**src/rtl/msix_pkg.sv**
```systemverilog
package msix_pkg;
   localparam int unsigned WORDS_PER_ENTRY = 4;
   localparam int unsigned PND_GRANULE     = 64;
   localparam int unsigned TSZ_W           = 11;

   typedef enum logic [1:0] {
      EW_ADDR_LO = 2'd0,
      EW_ADDR_HI = 2'd1,
      EW_DATA    = 2'd2,
      EW_CTRL    = 2'd3
   } entry_word_e;
endpackage

```
**src/rtl/msix_vec_table.sv**
```systemverilog
module msix_vec_table
   import msix_pkg::*;
#(
   parameter int unsigned NUM_VEC = 8,
   parameter int unsigned WA      = $clog2(NUM_VEC * WORDS_PER_ENTRY),
   parameter int unsigned IW      = $clog2(NUM_VEC)
) (
   input  logic               clk,
   input  logic               rst_n,
   input  logic               wr_en,
   input  logic [WA-1:0]      addr,
   input  logic [31:0]        wdata,
   output logic [31:0]        rdata,
   input  logic [IW-1:0]      sel_idx,
   output logic [63:0]        sel_addr,
   output logic [31:0]        sel_data,
   output logic [NUM_VEC-1:0] mask_bits
);
   localparam int unsigned VW = WA - 2;

   logic [31:0]        lo_q  [NUM_VEC];
   logic [31:0]        hi_q  [NUM_VEC];
   logic [31:0]        dat_q [NUM_VEC];
   logic [NUM_VEC-1:0] msk_q;

   logic [VW-1:0] vidx;
   entry_word_e   wsel;

   assign vidx = addr[WA-1:2];
   assign wsel = entry_word_e'(addr[1:0]);

   always_ff @(posedge clk or negedge rst_n) begin
      if (!rst_n) begin
         for (int v = 0; v < NUM_VEC; v++) begin
            lo_q[v]  <= '0;
            hi_q[v]  <= '0;
            dat_q[v] <= '0;
         end
         msk_q <= '1;
      end else if (wr_en) begin
         for (int v = 0; v < NUM_VEC; v++) begin
            if (vidx == VW'(v)) begin
               case (wsel)
                  EW_ADDR_LO: lo_q[v]  <= wdata;
                  EW_ADDR_HI: hi_q[v]  <= wdata;
                  EW_DATA:    dat_q[v] <= wdata;
                  default:    msk_q[v] <= wdata[0];
               endcase
            end
         end
      end
   end

   always_comb begin
      rdata = '0;
      for (int v = 0; v < NUM_VEC; v++) begin
         if (vidx == VW'(v)) begin
            case (wsel)
               EW_ADDR_LO: rdata = lo_q[v];
               EW_ADDR_HI: rdata = hi_q[v];
               EW_DATA:    rdata = dat_q[v];
               default:    rdata = {31'd0, msk_q[v]};
            endcase
         end
      end
   end

   assign sel_addr  = {hi_q[sel_idx], lo_q[sel_idx]};
   assign sel_data  = dat_q[sel_idx];
   assign mask_bits = msk_q;
endmodule

```
**src/rtl/msix_vec_state.sv**
```systemverilog
module msix_vec_state #(
   parameter int unsigned NUM_VEC = 8,
   parameter int unsigned CNT_W   = 4
) (
   input  logic               clk,
   input  logic               rst_n,
   input  logic [NUM_VEC-1:0] trig,
   input  logic [NUM_VEC-1:0] use_req,
   input  logic [NUM_VEC-1:0] unuse_req,
   input  logic [NUM_VEC-1:0] masked,
   input  logic [NUM_VEC-1:0] grant,
   output logic [NUM_VEC-1:0] pend,
   output logic [NUM_VEC-1:0] due
);
   for (genvar v = 0; v < NUM_VEC; v++) begin : g_vec
      logic [CNT_W-1:0] cnt_q;
      logic             pend_q, due_q;
      logic             pend_nx, due_nx;
      logic             used, inc, dec, to_zero;

      assign used    = (cnt_q != '0);
      assign inc     = use_req[v] && !unuse_req[v] && (cnt_q != '1);
      assign dec     = unuse_req[v] && !use_req[v] && used;
      assign to_zero = dec && (cnt_q == CNT_W'(1));

      always_comb begin
         pend_nx = pend_q;
         due_nx  = due_q && !grant[v];
         if (trig[v] && used) begin
            if (masked[v]) pend_nx = 1'b1;
            else           due_nx  = 1'b1;
         end
         // a queued send that becomes masked falls back to pending
         if (masked[v] && due_nx) begin
            pend_nx = 1'b1;
            due_nx  = 1'b0;
         end
         // an unmasked vector with a parked interrupt replays it
         if (!masked[v] && pend_nx) begin
            pend_nx = 1'b0;
            due_nx  = 1'b1;
         end
         if (to_zero) pend_nx = 1'b0;
      end

      always_ff @(posedge clk or negedge rst_n) begin
         if (!rst_n) begin
            cnt_q  <= '0;
            pend_q <= 1'b0;
            due_q  <= 1'b0;
         end else begin
            pend_q <= pend_nx;
            due_q  <= due_nx;
            if (inc)      cnt_q <= cnt_q + CNT_W'(1);
            else if (dec) cnt_q <= cnt_q - CNT_W'(1);
         end
      end

      assign pend[v] = pend_q;
      assign due[v]  = due_q;
   end
endmodule

```
**src/rtl/msix_send_arb.sv**
```systemverilog
module msix_send_arb #(
   parameter int unsigned NUM_VEC = 8,
   parameter int unsigned IW      = $clog2(NUM_VEC)
) (
   input  logic               clk,
   input  logic               rst_n,
   input  logic [NUM_VEC-1:0] due,
   output logic [NUM_VEC-1:0] grant,
   output logic [IW-1:0]      sel_idx,
   input  logic [63:0]        sel_addr,
   input  logic [31:0]        sel_data,
   output logic               msg_valid,
   input  logic               msg_ready,
   output logic [63:0]        msg_addr,
   output logic [31:0]        msg_data
);
   logic          any, load;
   logic [IW-1:0] pick;
   logic          v_q;
   logic [63:0]   addr_q;
   logic [31:0]   data_q;

   always_comb begin
      pick = '0;
      for (int i = NUM_VEC - 1; i >= 0; i--) begin
         if (due[i]) pick = IW'(i);
      end
   end

   assign any  = |due;
   assign load = !v_q || msg_ready;

   always_comb begin
      grant = '0;
      if (load && any) grant[pick] = 1'b1;
   end

   always_ff @(posedge clk or negedge rst_n) begin
      if (!rst_n) begin
         v_q    <= 1'b0;
         addr_q <= '0;
         data_q <= '0;
      end else if (load) begin
         v_q <= any;
         if (any) begin
            addr_q <= sel_addr;
            data_q <= sel_data;
         end
      end
   end

   assign sel_idx   = pick;
   assign msg_valid = v_q;
   assign msg_addr  = addr_q;
   assign msg_data  = data_q;
endmodule

```
**src/rtl/msix_ctrl.sv**
```systemverilog
module msix_ctrl
   import msix_pkg::*;
#(
   parameter int unsigned NUM_VEC = 8,
   parameter int unsigned CNT_W   = 4,
   parameter int unsigned TBL_WA  = $clog2(NUM_VEC * WORDS_PER_ENTRY),
   parameter int unsigned PND_WA  = $clog2(((NUM_VEC + PND_GRANULE - 1) / PND_GRANULE) * 2)
) (
   input  logic               clk,
   input  logic               rst_n,
   input  logic               tbl_we,
   input  logic [TBL_WA-1:0]  tbl_addr,
   input  logic [31:0]        tbl_wdata,
   output logic [31:0]        tbl_rdata,
   input  logic [PND_WA-1:0]  pnd_addr,
   output logic [31:0]        pnd_rdata,
   input  logic               ctl_we,
   input  logic               ctl_enable_in,
   input  logic               ctl_mask_all_in,
   output logic               cap_enable,
   output logic               cap_mask_all,
   output logic [10:0]        cap_table_size,
   output logic               intx_clear,
   input  logic [NUM_VEC-1:0] vec_trig,
   input  logic [NUM_VEC-1:0] vec_use,
   input  logic [NUM_VEC-1:0] vec_unuse,
   output logic               msg_valid,
   input  logic               msg_ready,
   output logic [63:0]        msg_addr,
   output logic [31:0]        msg_data
);
   localparam int unsigned IW        = $clog2(NUM_VEC);
   localparam int unsigned PND_BITS  = ((NUM_VEC + PND_GRANULE - 1) / PND_GRANULE) * PND_GRANULE;
   localparam int unsigned PND_WORDS = PND_BITS / 32;

   if (NUM_VEC < 2 || NUM_VEC > 2048) begin : g_bad_num_vec
      $error("NUM_VEC must lie in 2..2048");
   end
   if (CNT_W < 1) begin : g_bad_cnt_w
      $error("CNT_W must be at least 1");
   end
   if (TBL_WA != $clog2(NUM_VEC * WORDS_PER_ENTRY)) begin : g_bad_tbl_wa
      $error("TBL_WA does not match NUM_VEC");
   end
   if (PND_WA != $clog2(PND_WORDS)) begin : g_bad_pnd_wa
      $error("PND_WA does not match NUM_VEC");
   end

   logic               en_q, ma_q, intx_q;
   logic               func_masked;
   logic [NUM_VEC-1:0] mask_bits, vec_masked;
   logic [NUM_VEC-1:0] pend_vec, due_vec, grant_vec;
   logic [IW-1:0]      sel_idx;
   logic [63:0]        sel_addr;
   logic [31:0]        sel_data;
   logic [PND_BITS-1:0] pnd_flat;

   always_ff @(posedge clk or negedge rst_n) begin
      if (!rst_n) begin
         en_q   <= 1'b0;
         ma_q   <= 1'b0;
         intx_q <= 1'b0;
      end else begin
         intx_q <= ctl_we && ctl_enable_in;
         if (ctl_we) begin
            en_q <= ctl_enable_in;
            ma_q <= ctl_mask_all_in;
         end
      end
   end

   assign func_masked = !en_q || ma_q;
   assign vec_masked  = {NUM_VEC{func_masked}} | mask_bits;

   msix_vec_table #(.NUM_VEC(NUM_VEC), .WA(TBL_WA), .IW(IW)) u_table (
      .clk       (clk),
      .rst_n     (rst_n),
      .wr_en     (tbl_we),
      .addr      (tbl_addr),
      .wdata     (tbl_wdata),
      .rdata     (tbl_rdata),
      .sel_idx   (sel_idx),
      .sel_addr  (sel_addr),
      .sel_data  (sel_data),
      .mask_bits (mask_bits)
   );

   msix_vec_state #(.NUM_VEC(NUM_VEC), .CNT_W(CNT_W)) u_state (
      .clk       (clk),
      .rst_n     (rst_n),
      .trig      (vec_trig),
      .use_req   (vec_use),
      .unuse_req (vec_unuse),
      .masked    (vec_masked),
      .grant     (grant_vec),
      .pend      (pend_vec),
      .due       (due_vec)
   );

   msix_send_arb #(.NUM_VEC(NUM_VEC), .IW(IW)) u_arb (
      .clk       (clk),
      .rst_n     (rst_n),
      .due       (due_vec),
      .grant     (grant_vec),
      .sel_idx   (sel_idx),
      .sel_addr  (sel_addr),
      .sel_data  (sel_data),
      .msg_valid (msg_valid),
      .msg_ready (msg_ready),
      .msg_addr  (msg_addr),
      .msg_data  (msg_data)
   );

   assign pnd_flat = PND_BITS'(pend_vec);

   always_comb begin
      pnd_rdata = '0;
      for (int w = 0; w < PND_WORDS; w++) begin
         if (pnd_addr == PND_WA'(w)) pnd_rdata = pnd_flat[w*32 +: 32];
      end
   end

   assign cap_enable     = en_q;
   assign cap_mask_all   = ma_q;
   assign cap_table_size = TSZ_W'(NUM_VEC - 1);
   assign intx_clear     = intx_q;
endmodule

```
**config.mk**
```make
export PLATFORM = sky130hd
export DESIGN_NAME = msix_ctrl
export DESIGN_NICKNAME = d
export VERILOG_FILES = /design/src/rtl/msix_pkg.sv /design/src/rtl/msix_vec_table.sv /design/src/rtl/msix_vec_state.sv /design/src/rtl/msix_send_arb.sv /design/src/rtl/msix_ctrl.sv
export SDC_FILE = /design/constraint.sdc
export NUM_CORES = 2
export LEC_CHECK = 0
export CAP_MARGIN = 20
export CORE_ASPECT_RATIO = 1.4
export CORE_MARGIN = 3
export CORE_UTILIZATION = 44
export CTS_CLUSTER_SIZE = 40
export DETAILED_ROUTE_END_ITERATION = 10
export SETUP_SLACK_MARGIN = 0.02
export SYNTH_ARGS = -nofsm -noshare
export SYNTH_HDL_FRONTEND = slang
export SYNTH_SLANG_ARGS = --single-unit
```
**constraint.sdc**
```tcl
create_clock -name clk -period 5.7 [get_ports clk]
set_input_delay 1.71 -clock clk [delete_from_list [all_inputs] [get_ports clk]]
set_output_delay 1.71 -clock clk [all_outputs]
set_load 0.02 [all_outputs]
```
**After elaboration in Yosys (flattened, before gate mapping)**

Cells that the tools add are included.

- Eq/ne operators: 25
- Bitwise operators: 3
- Multiplexer cells: 125
- $lt $le $gt $ge: 3
- Reduce and logical (&&, ||, !) cells: 164
- $add $sub $neg: 16

Operators by type and width:

| operator | count |
|---|---|
| 32-bit case mux with 3 select lines | 8 |
| 32-bit two-way mux | 14 |
| 32-bit binary-select mux with 3-bit select | 3 |
| 3-bit AND reduction | 32 |
| 1-bit logical AND | 75 |
| 1-bit two-way mux | 73 |
| 4-bit two-way mux | 16 |
| 1-bit logical NOT | 34 |
| 4-bit by 1-bit adder with 4-bit output (second input constant) | 8 |
| 4-bit by 1-bit == test with 1-bit output (second input constant) | 8 |
| 4-bit inequality test (second input constant) | 8 |
| 4-bit nonzero test | 8 |
| 4-bit by 1-bit subtractor with 4-bit output (second input constant) | 8 |
| 3-bit two-way mux | 8 |
| 8-bit two-way mux | 2 |
| 2-bit nonzero test | 8 |
| 3-bit == test (second input constant) | 4 |
| 8-bit OR | 1 |
| 8-bit OR reduction | 1 |
| 3-bit by 2-bit == test with 1-bit output (second input constant) | 2 |
| 4-bit >= comparator (second input constant) | 1 |
| 3-bit by 4-bit < comparator with 1-bit output (second input constant) | 1 |
| 3-bit NOT with 4-bit output | 1 |
| 1-bit demux with 3-bit select | 1 |
| other kinds (10) | 11 |

- Bits in registers: 924
- Logic and storage cells: 398
- Input port bits: 69
- Output and inout bits: 175

**Depth between registers and ports, before layout**

- Word-level depth: 22
- Mapped depth: 9
- Gate-level depth less buffers: 7

**By module**

From an unflattened synthesis, not the netlist that was laid out.

- Cells, all modules: 3864
- Area total of the unflattened synthesis: 49356.1 µm²

By module, submodules not included:

| module | area each (µm²) | cells each | seq. area each (µm²) | times used |
|---|---|---|---|---|
| msix_vec_table | 41852.6 | 3237 | 19428.6 | 1 |
| msix_send_arb | 3913.8 | 233 | 2427.3 | 1 |
| msix_vec_state | 3095.5 | 335 | 1201.2 | 1 |
| msix_ctrl | 494.2 | 59 | 75.1 | 1 |

**Worst setup path after synthesis**

OpenSTA, ideal clock, no wires.

- Path kind: input -> output
- From: input port tbl_addr[0]
- To: output port tbl_rdata[21]
- Arrival time: 3237 ps
- Required time: 3990 ps
- Slack: 753 ps
- Stages on the path: 8
- Path buffers: 3
- Path through: buf_2 -> nor2b_1 -> buf_2 -> clkbuf_1 -> a21oi_1 -> o21ai_0 -> nand2_1 -> o21ai_0

- Longest elaborated chain between the ends: 10
- Elaborated cells on any way between the ends: 19
- Those cells by class: 2 x eq/ne; 16 x mux; 1 x reduce/logical

RTL lines:

| what | line | RTL |
|---|---|---|
| start, declared | msix_ctrl.sv:12 | `input logic [TBL_WA-1:0] tbl_addr,` |
| 2-bit == test, or another cell as far along | msix_vec_table.sv:58 | `case (wsel)` |
| 32-bit case mux with 3 select lines | msix_vec_table.sv:58 |  |
| 32-bit two-way mux (7 in series) | msix_vec_table.sv:57 | `if (vidx == VW'(v)) begin` |
| 32-bit two-way mux (*) | msix_vec_table.sv:57 |  |
| end, declared | msix_ctrl.sv:14 | `output logic [31:0] tbl_rdata,` |

Mark *: on every way between the ends. The rest lies on a longest branch, timed or not.

**Worst setup path in the final report**

- From: input port tbl_addr[4]
- To: output port tbl_rdata[9]

- Longest elaborated chain between the ends: 9
- Elaborated cells on any way between the ends: 16
- Those cells by class: 7 x eq/ne; 8 x mux; 1 x reduce/logical

RTL lines:

| what | line |
|---|---|
| 3-bit logical NOT | msix_vec_table.sv:57 |
| 32-bit two-way mux (7 in series) | msix_vec_table.sv:57 |
| 32-bit two-way mux (*) | msix_vec_table.sv:57 |

Marks and branches as above.

==> results.sh <==
export IMPL_drtAntennaViolNets=0
export IMPL_cts_inserted_buffers=95
export IMPL_postSynth_asyncResetShare_pct=100
export IMPL_timing_worst_slew_pin_value_ns=1.16
export IMPL_synth_yosys_warnings=0
export IMPL_clock_root_buffer="sky130_fd_sc_hd__clkbuf_16"
export IMPL_synthCells=4151
export IMPL_timing_hold_violations_final=0
export IMPL_synth_flop_cell="sky130_fd_sc_hd__dfrtp_1"
export IMPL_r2r_worst_path_cells=6
export IMPL_final_seq_area_um2=23100
export IMPL_drt_wl_total_um=173000
export IMPL_layoutNonFillerInstCount=5784
export IMPL_worst_setup_hold_path_clk_slew_ns=0.06
export IMPL_number_of_global_route_vias_before_repair=38100
export IMPL_power_share_clock_pct=28.4
export IMPL_max_slew_margin_pct=22.8
export IMPL_min_period_ns=5.65
export IMPL_dp_hpwl_um=104000
export IMPL_cell_internal_pwr_mw=15.2
export IMPL_maxSlewViolCount=0
export IMPL_ys_types=65
export IMPL_worst_ep_arrival_time_ns=3.94
export IMPL_layout_worst_path_cycle_share_pct=99.1
export IMPL_grt_overflow_total=0
export IMPL_final_cell_area_um2=56000
export IMPL_finish_net_count=4356
export IMPL_placedInstanceArea_um2=52600
export IMPL_clock_skew_ns=0.0329
export IMPL_cts_htree_levels=3
export IMPL_place_detailed_instances=5599
export IMPL_synth_top_area_share_pct=47.7
export IMPL_synth_area_per_cell_um2=11.6
export IMPL_grtUsageTotal_pct=29.8
export IMPL_dr_pass1_iters=7
export IMPL_worst_setup_path_start_kind="primary input"
export IMPL_layout_cells_most_common_list="916 x sky130_fd_sc_hd__dfrtp_1, 667 x sky130_fd_sc_hd__mux2_2, 380 x sky130_fd_sc_hd__o21ai_0"
export IMPL_final_common_cell="sky130_fd_sc_hd__dfrtp_1"
export IMPL_cts_num_sinks=924
export IMPL_cts_hold_buf=0
export IMPL_buffer_ports_inserted=208
export IMPL_edff_count_synth=0
export IMPL_hold_path_startpoint="u_arb.msg_data[10]$_DFFE_PN0P_"
export IMPL_tritoncts="built"
export IMPL_crit_path_max_fanout=8
export IMPL_routed_via_count=37700
export IMPL_die_width_um=285
export IMPL_min_delay_worst_endpoint="u_arb.msg_data[10]$_DFFE_PN0P_"
export IMPL_setup_reg_to_reg_worst_slack_ns=2.84
export IMPL_p_per_area_nw_per_um2=417
export IMPL_post_synth_main_area_contributors="sky130_fd_sc_hd__dfrtp_1 48%, sky130_fd_sc_hd__mux2_2 16%, sky130_fd_sc_hd__mux2i_1 5.4%"
export IMPL_pin_count_of_the_biggest_net_entering_global_routing=195
export IMPL_synthToLayoutAreaGrowth_pct=16.6
export IMPL_status="complete, no violations"
export IMPL_drc=0
export IMPL_power_share_combinational_pct=30.6
export IMPL_route_detailed_wl_per_inst_um=29.9
export IMPL_grt_setup_unrepaired="true"
export IMPL_total_area_of_multi_input_combinational_cells_um2=22900
export IMPL_io_pins=244
export IMPL_drt_initial_drc_count=3713
export IMPL_vdd_drop_max_mv=0.260
export IMPL_drive_above_1_share_pct=26.4
export IMPL_seq_area_frac_synth_pct=48.2
export IMPL_syn_cell_area_um2=48000
export IMPL_hold_depth=2
export IMPL_timing_hold_worst_class="flip-flop to flip-flop"
export IMPL_power_leakage_nw=24.3
export IMPL_number_of_max_cap_violations=0
export IMPL_cp_required_ns=3.99
export IMPL_worstSkewPairLatency_ns=0.72
export IMPL_layout_filler_cells=9642
export IMPL_critical_path_class="primary input to output pin"
export IMPL_die_area_um2=113000
export IMPL_critical_path_reg2reg_startpoint="u_state.g_vec[0].due_q$_DFF_PN0_"
export IMPL_critPathCaptureType="output pin"
export IMPL_gpl_final_weighted_congestion=0.865
export IMPL_global_route_wire_length_before_repair_um=254000
export IMPL_fp_dieH_um=397
export IMPL_ys_seq_elements=924
export IMPL_antenna_found_initial=8
export IMPL_design_core_area_um2=108000
export IMPL_p_sw_mw=8.18
export IMPL_core_rowCount=142
export IMPL_netlist_top_cell_by_area="sky130_fd_sc_hd__dfrtp_1"
export IMPL_sequentialPowerShare_pct=41.0
export IMPL_vias_per_cell=6.52
export IMPL_timing_setup_tns_ns=0
export IMPL_initial_core_util_pct=44.6
export IMPL_switching_share_pct=35.0
export IMPL_final_setup_viol_count=0
export IMPL_max_clock_path_buffers=3
export IMPL_timing_rr_end="u_arb.msg_addr[17]$_DFFE_PN0P_"
export IMPL_maxClockFrequency_mhz=177
-- metal layers --
layer / share of wire (%) / up-vias / global-route usage (%)
met5: 0.020 / - / 0
met4: 5.1 / 4 / 14.6
met3: 7.2 / 444 / 5.03
met2: 47 / 1844 / 47.7
met1: 41 / 19500 / 39.2
li1: - / 15900 / -
-- registers in the layout (all words and copies together) (netlist names), 8 cells and up --
name and count:
u_arb.msg_addr 64, u_table.hi_q 256, u_table.dat_q 256, u_arb.msg_data 32
u_state.g_vec.due_q 8, u_table.lo_q 256, u_state.g_vec.cnt_q 32, u_table.mask_bits 8
u_state.g_vec.pend_q 8
-- stage by stage --
step	total power [mW]	setup WS [ns]	util [%]	hold slack (ns)
CTS	23.4	0.0313	51.9	0.495
detailed placement	16.8	-0.569	48.8	0.477
floorplan	13.7	0.753	-	0.464
global placement	16.6	-0.581	48.8	0.477
global route	24.4	0.00492	52.0	0.514
finish	23.4	0.0535	52.0	0.487
-- worst max-delay path by stage --
stage	startpoint	endpoint	slack (ns)	cells past startpoint
6_report	tbl_addr[4]	tbl_rdata[9]	0.05	11
3_5_place_dp	tbl_addr[3]	tbl_rdata[21]	-0.57	9
5_1_grt	tbl_addr[4]	tbl_rdata[14]	0.005	12
3_3_place_gp	tbl_addr[3]	tbl_rdata[21]	-0.58	9
2_1_floorplan	tbl_addr[0]	tbl_rdata[21]	0.75	8
4_1_cts	tbl_addr[2]	tbl_rdata[3]	0.03	9
-- repair_timing --
action	4_1_cts	5_1_grt
setup endpoints to repair	32	23
resized for setup	47	12
gates cloned	0	3
buffers inserted	1	3
pin swaps	4	3
-- cell families (layout without fill, tap and decap cells) --
family / after synthesis / in the layout / synth area share (%)
adders and majority gates: 24 / 24 / 0.625
xor gates and xnor gates: 24 / 24 / 0.438
other: 2 / 37 / 0.0156
and+or+nand+nor: 440 / 440 / 4.21
buffers and inverters: 493 / 651 / 4.88
AOI/OAI and AO/OA: 1203 / 1203 / 17.8
muxes: 1041 / 1041 / 23.8
DFF: 924 / 924 / 48.2
-- synth_stat cells, drive strengths merged, types with 45 or more instances --
| master | instances |
|---|---|
| a221oi | 216 |
| o21ai | 381 |
| a21oi | 99 |
| o221ai | 96 |
| nor2 | 47 |
| a2bb2oi | 188 |
| mux2i | 258 |
| a22oi | 45 |
| dfrtp | 916 |
| nand2 | 273 |
| mux2 | 780 |
| buf | 259 |
| clkbuf | 208 |
-- area by class of cell --
type / instances / area share [%]
Inverter: 26 / 0.174
Clock buffer: 136 / 4.90
Multi-Input combinational cell: 2767 / 40.9
Tap cell: 1440 / 3.22
Sequential cell: 924 / 41.3
Antenna cell: 2 / 0.00894
Timing Repair Buffer: 449 / 8.46
Clock inverter: 40 / 0.957
-- power groups by stage --
stage,logic [mW],clock network [mW],registers (mW)
6_report,7.14,6.64,9.57
5_1_grt,7.64,6.98,9.75
2_1_floorplan,4.15,0,9.54
3_5_place_dp,7.12,0,9.63
4_1_cts,7.13,6.73,9.53
3_3_place_gp,7.04,0,9.60
-- critical path: stages --
cell	delay, ns
sky130_fd_sc_hd__clkdlybuf4s15_1	0.34
sky130_fd_sc_hd__buf_4	0.26
sky130_fd_sc_hd__buf_12	0.14
sky130_fd_sc_hd__nand3b_1	0.14
sky130_fd_sc_hd__buf_6	0.21
sky130_fd_sc_hd__buf_4	0.21
sky130_fd_sc_hd__a21oi_1	0.05
sky130_fd_sc_hd__o21ai_0	0.07
sky130_fd_sc_hd__nand2_1	0.07
sky130_fd_sc_hd__o211ai_1	0.33
sky130_fd_sc_hd__dlygate4sd2_1	0.38
Power figures use the tool's default switching activity.
